--- config.mk ---
export PLATFORM = sky130hd
export DESIGN_NAME = i2c_regslave
export DESIGN_NICKNAME = d
export VERILOG_FILES = /design/src/rtl/i2c_regslave.sv
export SDC_FILE = /design/constraint.sdc
export NUM_CORES = 1
export LEC_CHECK = 0
export BUFFER_PORTS_ARGS = -buffer_cell sky130_fd_sc_hd__buf_2
export CAP_MARGIN = 20
export CORE_MARGIN = 2
export CORE_UTILIZATION = 45
export DETAILED_ROUTE_END_ITERATION = 7
export PLACE_DENSITY = 0.65
export SETUP_SLACK_MARGIN = 0.02
export SLEW_MARGIN = 20
export SYNTH_ARGS = -nofsm -noshare
export SYNTH_HDL_FRONTEND = slang
export SYNTH_SLANG_ARGS = --single-unit
--- constraint.sdc ---
create_clock -name clk -period 1.92 [get_ports clk]
set_input_delay 0.096 -clock clk [delete_from_list [all_inputs] [get_ports clk]]
set_output_delay 0.096 -clock clk [all_outputs]
set_load 0.02 [all_outputs]
--- src/rtl/i2c_regslave.sv ---
module i2c_regslave #(
  parameter logic [5:0] DEV_HI   = 6'b101000,
  parameter int         ROW_BITS = 3
) (
  input  logic       clk,
  input  logic       rst_n,
  input  logic       scl_i,
  input  logic       sda_i,
  output logic       sda_oe_o,
  input  logic       dev_pin_i,
  input  logic       busy_i,
  output logic [7:0] addr_o,
  output logic [7:0] wdata_o,
  output logic       wr_stb_o,
  input  logic [7:0] rdata_i,
  output logic       stop_o
);
  localparam logic [2:0] S_IDLE = 3'd0, S_DEV = 3'd1, S_DACK = 3'd2,
                         S_WR = 3'd3, S_WACK = 3'd4, S_RD = 3'd5, S_RACK = 3'd6;
  localparam logic [ROW_BITS-1:0] ROW_ONE = 1;

  logic [1:0] scl_sy, sda_sy;
  logic [2:0] scl_h, sda_h;
  logic       scl_f, sda_f, scl_p, sda_p;

  always_ff @(posedge clk or negedge rst_n)
    if (!rst_n) begin
      scl_sy <= 2'b11; sda_sy <= 2'b11;
      scl_h  <= 3'b111; sda_h <= 3'b111;
      scl_f  <= 1'b1; sda_f <= 1'b1; scl_p <= 1'b1; sda_p <= 1'b1;
    end else begin
      scl_sy <= {scl_sy[0], scl_i};
      sda_sy <= {sda_sy[0], sda_i};
      scl_h  <= {scl_h[1:0], scl_sy[1]};
      sda_h  <= {sda_h[1:0], sda_sy[1]};
      scl_f  <= (scl_h[0] & scl_h[1]) | (scl_h[0] & scl_h[2]) | (scl_h[1] & scl_h[2]);
      sda_f  <= (sda_h[0] & sda_h[1]) | (sda_h[0] & sda_h[2]) | (sda_h[1] & sda_h[2]);
      scl_p  <= scl_f;
      sda_p  <= sda_f;
    end

  wire rise  = scl_f & ~scl_p;
  wire fall  = ~scl_f & scl_p;
  wire start = scl_f & scl_p & sda_p & ~sda_f;
  wire stop  = scl_f & scl_p & ~sda_p & sda_f;

  logic [2:0] st;
  logic [3:0] bitcnt;
  logic [7:0] sr, ptr;
  logic       rw, need_ptr, wrote, rnack;

  assign addr_o  = ptr;
  assign wdata_o = sr;

  always_ff @(posedge clk or negedge rst_n)
    if (!rst_n) begin
      st <= S_IDLE; bitcnt <= '0; sr <= '0; ptr <= '0;
      rw <= 1'b0; need_ptr <= 1'b0; wrote <= 1'b0; rnack <= 1'b0;
      sda_oe_o <= 1'b0; wr_stb_o <= 1'b0; stop_o <= 1'b0;
    end else begin
      wr_stb_o <= 1'b0;
      stop_o   <= 1'b0;
      if (stop) begin
        st <= S_IDLE; bitcnt <= '0; sda_oe_o <= 1'b0; stop_o <= 1'b1;
      end else if (start) begin
        st <= S_DEV; bitcnt <= '0; sda_oe_o <= 1'b0;
      end else if (rise) begin
        if (st == S_DEV || st == S_WR) begin
          sr     <= {sr[6:0], sda_f};
          bitcnt <= bitcnt + 4'd1;
        end else if (st == S_RACK)
          rnack <= sda_f;
      end else if (fall) begin
        case (st)
          S_DEV: if (bitcnt == 4'd8) begin
            if (sr[7:1] == {DEV_HI, dev_pin_i} && !busy_i) begin
              sda_oe_o <= 1'b1; rw <= sr[0]; st <= S_DACK;
            end else
              st <= S_IDLE;
          end
          S_DACK: if (rw) begin
            sda_oe_o <= ~rdata_i[7]; sr <= {rdata_i[6:0], 1'b0};
            bitcnt <= 4'd1; st <= S_RD;
          end else begin
            sda_oe_o <= 1'b0; bitcnt <= '0; need_ptr <= 1'b1; st <= S_WR;
          end
          S_WR: if (bitcnt == 4'd8) begin
            sda_oe_o <= 1'b1; st <= S_WACK;
            if (need_ptr) begin
              ptr <= sr; need_ptr <= 1'b0; wrote <= 1'b0;
            end else begin
              wr_stb_o <= 1'b1; wrote <= 1'b1;
            end
          end
          S_WACK: begin
            sda_oe_o <= 1'b0; bitcnt <= '0; st <= S_WR;
            if (wrote) ptr <= {ptr[7:ROW_BITS], ptr[ROW_BITS-1:0] + ROW_ONE};
          end
          S_RD: if (bitcnt == 4'd8) begin
            sda_oe_o <= 1'b0; ptr <= ptr + 8'd1; st <= S_RACK;
          end else begin
            sda_oe_o <= ~sr[7]; sr <= {sr[6:0], 1'b0}; bitcnt <= bitcnt + 4'd1;
          end
          S_RACK: if (rnack)
            st <= S_IDLE;
          else begin
            sda_oe_o <= ~rdata_i[7]; sr <= {rdata_i[6:0], 1'b0};
            bitcnt <= 4'd1; st <= S_RD;
          end
          default: ;
        endcase
      end
    end
endmodule

Word level (Yosys, flattened, before mapping)
Cells that the tools add are included.
{"block": "op_classes", "n_addsub": 3, "mul": 0, "div": 0, "magnitude_cmp": 0, "eq_ne": 26, "shift": 0, "n_mux": 54, "bitwise_logic": 28, "reduce_logical": 22}
{"op": "2-to-1 mux 8 bit", "count": 9}
{"op": "one-hot mux 8 bit (3 select lines)", "count": 2}
{"op": "2-to-1 mux 3 bit", "count": 10}
{"op": "2-to-1 mux 4 bit", "count": 7}
{"op": "2-to-1 mux 1 bit", "count": 21}
{"op": "AND reduction 7 bit", "count": 3}
{"op": "one-hot mux 3 bit (6 select lines)", "count": 1}
{"op": "AND reduction 9 bit", "count": 2}
{"op": "one-hot mux 4 bit (4 select lines)", "count": 1}
{"op": "bitwise AND 1 bit", "count": 13}
{"op": "inequality test 4 x 3 -> 1 bit (second input constant)", "count": 3}
{"op": "AND reduction 6 bit", "count": 2}
{"op": "inverter 1 bit", "count": 11}
{"op": "inequality test 5 bit (second input constant)", "count": 2}
{"op": "AND reduction 5 bit", "count": 2}
{"op": "== test 3 bit (second input constant)", "count": 3}
{"op": "inequality test 3 bit (second input constant)", "count": 3}
{"op": "adder 8 x 1 -> 8 bit (second input constant)", "count": 1}
{"op": "inequality test 2 bit (second input constant)", "count": 4}
{"op": "inequality test 4 bit (second input constant)", "count": 2}
{"op": "AND reduction 8 bit", "count": 1}
{"op": "nonzero test 4 bit", "count": 2}
{"op": "nonzero test 8 bit", "count": 1}
{"op": "== test 7 bit", "count": 1}
{"op": "18 further kinds", "count": 26}
{"block": "totals", "reg_bits": 44, "latchBits": 0, "ram_bits": 0, "rom_bits": 0, "inputBits": 14, "elab_cells": 153, "mem_count": 0}

Depth between registers and ports, before layout
Gate-level depths: netlist of the first run.
{"block": "depth", "ltp_word": 9, "depth_mapped": 8, "ltp_nobuf": 7}

Least setup slack after synthesis of the first run
No wires, ideal clock.
{"block": "synth_timing", "path_type": "reg-to-reg", "startpoint": "register scl_p", "endpoint": "register rw", "setup_ns": 0.128, "arrival_time_ns": 1.900, "t_required_ns": 1.792, "setup_slack_ns": -0.108, "path_stages_with_launch": 8, "path_buffers": 0, "synth_period_minus_slack_ns": 2.028, "cell_sequence": "dfstp_2 inv_1 ha_1 nand2b_1 a21oi_2 nand2b_1 nor4_2 mux2_1"}
{"block": "synth_between", "elab_chain_cells": 5}
{"item": "from (decl)", "line_no": "24", "rtl": "logic scl_f, sda_f, scl_p, sda_p;"}
{"item": "from (signal assigned)", "line_no": "38", "rtl": "scl_p <= scl_f;"}
{"item": "bitwise AND 1 bit", "line_no": "44, 45"}
{"item": "bitwise AND 1 bit, on equally long branches (2 in series)", "line_no": "45, 44"}
{"item": "inverter 1 bit (no source line)"}
{"item": "AND reduction 7 bit (no source line) *"}
{"item": "to (signal assigned)", "line_no": "58", "rtl": "rw <= 1'b0; need_ptr <= 1'b0; wrote <= 1'b0; rnack <= 1'b0;"}
{"item": "to (signal assigned)", "line_no": "77", "rtl": "sda_oe_o <= 1'b1; rw <= sr[0]; st <= S_DACK;"}
{"item": "to (decl)", "line_no": "50", "rtl": "logic rw, need_ptr, wrote, rnack;"}
Every way passes the cells marked *; elsewhere a longest branch is shown, timed or not.
A chain may end at the register's enable or synchronous reset.

Worst setup path after layout of the first run
Same ends and word-level chain as after synthesis.

==> summary.md, run 1 <==
| Metric | Value |
|---|---|
| Max_cap viols | 0 |
| Die ar. | ~0.0057 sq mm |
| Area growth syn-to-layout | 33.0% |
| Root Buffer | clkbuf_8 |
| Outcome | complete, no violations |
| Max FO, Critical Path | 8 |
| Nets in the synthesized netlist | roughly 250 |
| Post-DR vias/cell | 5.38 |
| Syn Inst Count | approximately 230 |
| Crit-path leading delay family | flip-flops |
| Final worst-path cycle share | 98.6% |
| Worst hold path type | in2reg |
| Chip width | 75.8 microns |
| Main synth FF type | dfrtp_1 |
| Sequential-to-total area share from yosys stat | about half |
| Pwr dens | 1110 mW/mm^2 |
| Clk_skew | 0.00278 ns |
| Fin util | about three fifths |
| DRC | 0 |
| Port Buffers | 32 |
| Slew Limit Fails | 0 |
| VDD IR max | ~0.00085 V |
| Area leader, netlist | dfrtp_1 |
| Slew margin rel. | between 60 and 70% |
| Buf/Inv on CP | 1 |
| Vias in the first global route | about 1900 |
| Hold Vio Cnt, Final | 0 |
| First DRT Iteration DRCs | 85 |
| EDFF count, synth | 0 |
| Total number of vias | 1957 |
| Synth area leaders | dfrtp_1, dfstp_2, a21oi_1 |
| Inserted Clock Buffers | 5 |
| Cell Rows | 26 |
| Fin cells | 364 |
| Mapped Area | around 0.0023 sq mm |
| Critical Path AT | 2.08 ns |
| Nature of the critical path endpoint | flip-flop |
| WL final | 5520 microns |
| First-pass DRT Iterations | 4 |
| Ant diodes | 0 |
| WL per Instance | 15.2 microns |
| Synth top area share | 32.4% |
| Ys Warns | 0 |
| Starting Density | 46.0% |
| Die height | 75.8 microns |
| CP Class | reg2reg |
| Cells after DPL | 344 |
| H-tree depth | 2 |
| Least-Margin Pin Slew | between 0.5 and 0.6 ns |
| Nets@finish | roughly 310 |
| GRT overflow | 0 |
| Endpoints failing setup | 0 |
| Synth Register Bits | 44 |
| Initial antenna violation count | 0 |
| CTS tree | done |
| Tmin final | 1.89 ns |
| GPL Wtd Cong | 0.856 |
| Layout cell share with drive strength beyond 1 | between 30 and 40% |
| First-pass GRT wire length | 9080 microns |
| CTS clk-pin slew, worst paths | 0.08 ns |
| CORE AREA | between 0.005 and 0.006 sq mm |
| RR Startpoint | scl_p |
| Worst R2R Setup Slack | 0.03 ns |
| Synth cell types | 57 |
| Crit path cell chain | inv_1, ha_4, nand2b_4, a21oi_4, nand2b_1, nor4_2, mux2_1 |
| Top achievable clock speed | 528 MHz |
| CTS sink cnt | 44 |
| Avg Inst Size Synth | 10.3 sq um |
| Critical path startpoint | scl_p |
| Clk_lat worst skew | 0.29 ns |
| FFs w/ async S/R, synth | 100% |
| Hold Startpoint | rdata_i[0] |
| Req. time, crit path | 2.10 ns |
| Pleak | 1.38 nW |
| ANT nets after route | 0 |
| CP max-delay cell | dfstp_2 |
| Pin count of the biggest net entering global routing | 45 |
| Detailed Place HPWL | just under 4000 microns |
| Gr usage total | 20.8% |
| RSZ-0062 raised after global routing | true |
| Clock Path Buffers | 2 |
| Crit path largest cell delay | 0.54 ns |
| Nature of the critical path startpoint | flip-flop |
| I/O pin cnt | 33 |
-- power by group --
group / switching (mW) / internal, mW / total, mW
Combinational: 0.775 / 0.636 / 1.41
Clock: 0.325 / 0.334 / 0.659
Sequential: 0.233 / 1.11 / 1.34
Total: 1.33 / 2.08 / 3.41
-- timing repair --
item,CTS,global route
resized for setup,11,16
hold endpoints to repair,32,0
hold buffers,3,0
cloned,1,0
buffers inserted,2,6
pin swaps,3,4
endpoints found under the setup margin,15,18
-- cells by family (layout without fill, tap and decap cells) --
group                    Yosys count  after routing  share of synthesized area [%]
AND/OR/NAND/NOR                   81             81                           19.4
AO/OA/AOI/OAI                     61             61                           19.4
flip-flops                        44             44                           48.3
buffers and inverters             19             88                           3.67
multiplexers                      10             10                           4.43
adder cells (fa/ha/maj)            8              8                           4.10
XOR/XNOR                           2              2                          0.756
-- final timing paths --
check | endpoint | depth (start not counted)
hold / removal | wdata_o[1] | 3
setup / recovery | rw | 7
min in group asynchronous | stop_o | 3
max in group asynchronous | need_ptr | 3
hold reg to reg | scl_h[0] | 0
setup reg to reg | rw | 7
-- synth_stat cells, drive strengths merged, types with 5 or more instances --
master	number
nand2b	7
o21ai	11
ha	6
nand2	13
a21oi	20
a221o	5
dfrtp	30
buf	7
nor2b	5
nor2	18
nand3	7
nor3	5
inv	9
mux2i	8
dfstp	14
-- flip-flops by register name, indices dropped and copies added, names as in the netlist, 2 cells and up --
signal,flops
scl_h,3
st,3
bitcnt,4
wdata_o,8
sda_h,3
scl_sy,2
addr_o,8
sda_sy,2
-- layout make-up --
class,instances,area (sq um)
inverter,9,33.8
multi-input combinational,162,1240
timing repair buffer,71,500
clock buffer,6,93.8
tap,70,87.6
clock inverter,2,11.3
sequential,44,1120
fill,423,1960
-- worst reg2reg max path: stages, from the launching register on --
cell and delay, ns:
dfstp_2 0.54, inv_1 0.06, ha_4 0.18, nand2b_4 0.16
a21oi_4 0.14, nand2b_1 0.12, nor4_2 0.25, mux2_1 0.34
-- cell usage in the layout (no fill, tap or decap), drive strengths merged, types with 3 or more instances in the layout --
master	count
buf	68
dfrtp	30
a21oi	20
nor2	18
dfstp	14
nand2	13
o21ai	11
inv	10
mux2i	8
nand3	7
nand2b	7
clkbuf	6
ha	6
a221o	5
nor3	5
nor2b	5
nand3b	4
a31oi	4
nor3b	4
and3	3
dlygate4sd3	3
and2	3
a211oi	3
-- metrics by stage --
step                setup WS [ns]  hold slack, ns  power (mW)   TNS, ns  instance area [sq um]
CTS                       -0.0119          0.0959        3.37   -0.0505                   2980
finish                     0.0268          0.0993        3.41         0                   3080
floorplan                 0.00166          -0.200        2.10         0                   2340
detailed placement        -0.0302           0.202        2.62    -0.124                   2750
global route              -0.0779           0.119        3.64    -0.263                   3080
global placement         -0.00513           0.202        2.60  -0.00513                   2750
-- metal layers --
| metal | vias to the layer above | GRT usage, % | share of wire [%] |
|---|---|---|---|
| met3 | 5 | 4.23 | 4.4 |
| met2 | 43 | 30.9 | 47 |
| li1 | 962 | - | - |
| met1 | 947 | 30.5 | 48 |
| met5 | - | 0 | 0 |
| met4 | 0 | 6.43 | 1.0 |
(Power assumes the default switching activity.)
==> inputs of run 2 (changes only) <==
==> constraint.sdc (replaced) <==
create_clock -name clk -period 1.92 [get_ports clk]
set_input_delay 0.096 -clock clk [delete_from_list [all_inputs] [get_ports clk]]
set_output_delay 0.096 -clock clk [all_outputs]
set_load 0.1 [all_outputs]
==> run 2 against run 1 <==
Fmax rose by 1.2%. Total power up 15%. Die area is the same. Sequential share of layout area grew 0.59 points. Critical path depth did not move. Cell area down 0.61%. Critical path type unchanged. Critical endpoint unchanged.
==> summary.md, run 2 (synthesized netlist as in run 1, its figures left out) <==
| Metric | Value |
|---|---|
| Outcome | complete, no violations |
| Endpoints failing setup | 0 |
| Area growth syn-to-layout | 32.2% |
| Crit-path leading delay family | flip-flops |
| CTS sink cnt | 44 |
| Dpl ws | -0.0601 ns |
| Clk_lat worst skew | 0.30 ns |
| GRT overflow | 0 |
| Root Buffer | clkbuf_8 |
| RSZ-0062 raised after global routing | true |
| Pwr Total | 3.94 mW |
| Final instance area | 0.00306 sq mm |
| Chip width | 75.8 microns |
| I/O pin cnt | 33 |
| Top achievable clock speed | 535 MHz |
| Total number of vias | 1948 |
| Starting Density | 46.0% |
| First-pass GRT wire length | slightly below 9000 microns |
| Least-Margin Pin Slew | between 0.6 and 0.7 ns |
| CTS tree | done |
| ANT nets after route | 0 |
| CORE AREA | 0.00504 sq mm |
| Switch share | 49.0% |
| Crit path cell chain | inv_1, ha_4, nand2b_4, a21oi_4, nand2b_1, nor4_2, mux2_2 |
| Slew margin rel. | 58.4% |
| Gate power share | 49.3% |
| Pwr dens | roughly 1300 mW/mm^2 |
| Multi-input logic area | about 0.0012 sq mm |
| H-tree depth | 2 |
| CTS clk-pin slew, worst paths | approximately 0.09 ns |
| Commonest non-fill, non-tap cells in the layout | buf_2, buf_4, dfrtp_1 |
| Fin Hold WS | 0.0929 ns |
| Post-DP Area | between 0.002 and 0.003 sq mm |
| Worst hold path type | in2reg |
| First-pass DRT Iterations | 4 |
| WL final | 5410 microns |
| Sw power | about 1.9 mW |
| Nets@finish | 313 |
| First DRT Iteration DRCs | 143 |
| GPL Wtd Cong | 0.853 |
| WL per Instance | 14.9 microns |
| Cell Rows | 26 |
| Final worst-path cycle share | 97.4% |
| Slew Limit Fails | 0 |
| Fin util | 60.8% |
| Initial antenna violation count | 0 |
| DRC | 0 |
| Clock Path Buffers | 2 |
| Int Power | approximately 2 mW |
| Cells after DPL | roughly 350 |
| Pin count of the biggest net entering global routing | 29 |
| Tmin final | 1.87 ns |
| Max FO, Critical Path | 8 |
| Pleak | 1.37 nW |
| Fillers | ~420 |
| Layout cell share with drive strength beyond 1 | 42.9% |
| Req. time, crit path | around 2.1 ns |
| Sequential cell area | 0.00113 sq mm |
| CP Class | reg2reg |
| Ant diodes | 0 |
| Port Buffers | 32 |
| Die ar. | roughly 0.0057 sq mm |
| Vias in the first global route | 1778 |
| Max_cap viols | 0 |
| Detailed Place HPWL | 3970 microns |
| Final WS setup | 0.0500 ns |
| Inserted Clock Buffers | 5 |
| Critical Path AT | 2.06 ns |
| Hold Vio Cnt, Final | 0 |
| Flop pwr share | 35.1% |
| Crit path largest cell delay | 0.55 ns |
| Post-DR vias/cell | 5.35 |
| VDD IR max | 0.000899 V |
| Die height | 75.8 microns |
| Setup TNS | 0 ns |
| Buf/Inv on CP | 1 |
| Gr usage total | 20.3% |
| Clk_skew | 0.0115 ns |
| Nature of the critical path endpoint | flip-flop |
| Fin cells | between 300 and 400 |
| CP max-delay cell | dfstp_2 |
| Nature of the critical path startpoint | flip-flop |
| Clock network power share | around 16% |
==> run 2: cell count changes in the layout (fill, tap and decap cells not counted), moves of 2 or more <==
cell and delta:
dfrtp_1 -9, nor2_2 +3, a21oi_2 -3, inv_6 +2
nor2_1 -3, dfrtp_2 +9, a21oi_1 +4
==> run 2: worst paths after layout <==
check,slack (ns),cells past startpoint,end,from
worst max register to register,0.05,7,rw,scl_p
worst min register to register,0.36,0,scl_sy[1],scl_sy[0]
max in group asynchronous,0.93,3,sda_p,rst_n
worst max-delay path,0.05,7,rw,scl_p
worst min-delay path,0.09,3,wdata_o[1],rdata_i[0]
min in group asynchronous,0.33,2,stop_o,rst_n
==> run 2: power groups by stage <==
stage | Clock (mW) | Sequential (mW) | Combinational (mW)
after floorplan | 0 | 1.98 | 0.705
after global placement | 0 | 1.37 | 1.82
after detailed placement | 0 | 1.38 | 1.84
after CTS | 0.629 | 1.36 | 1.90
after global routing | 0.666 | 1.41 | 2.10
final | 0.615 | 1.38 | 1.94
==> run 2: area by class of cell <==
cell class / instances / share of cell area [%]
Clock buffer: 5 / 2.25
Clock inverter: 3 / 0.857
Inverter: 9 / 1.10
Multi-Input combinational cell: 162 / 40.3
Sequential cell: 44 / 36.9
Tap cell: 70 / 2.86
Timing Repair Buffer: 71 / 15.8
==> run 2: tightest hold or removal path: stages <==
cell and delay (ns):
buf_2 0.08, a21oi_1 0.05, a21oi_1 0.13
==> run 2: layer usage <==
metal  vias up  wire length [microns]  global-route usage (%)
li1        965                      -                       -
met1       941                   2670                    30.1
met2        38                   2510                    30.2
met3         4                    178                    3.97
met4         0                     54                    5.85
met5         -                      0                       0
==> run 2: what timing repair did <==
item                       CTS  global route
buffers inserted             3             3
cloned                       1             0
setup endpoints to repair   17            19
hold buffers                 3             0
pin swaps                    3             7
resized for setup            7            22
hold endpoints to repair    28             0
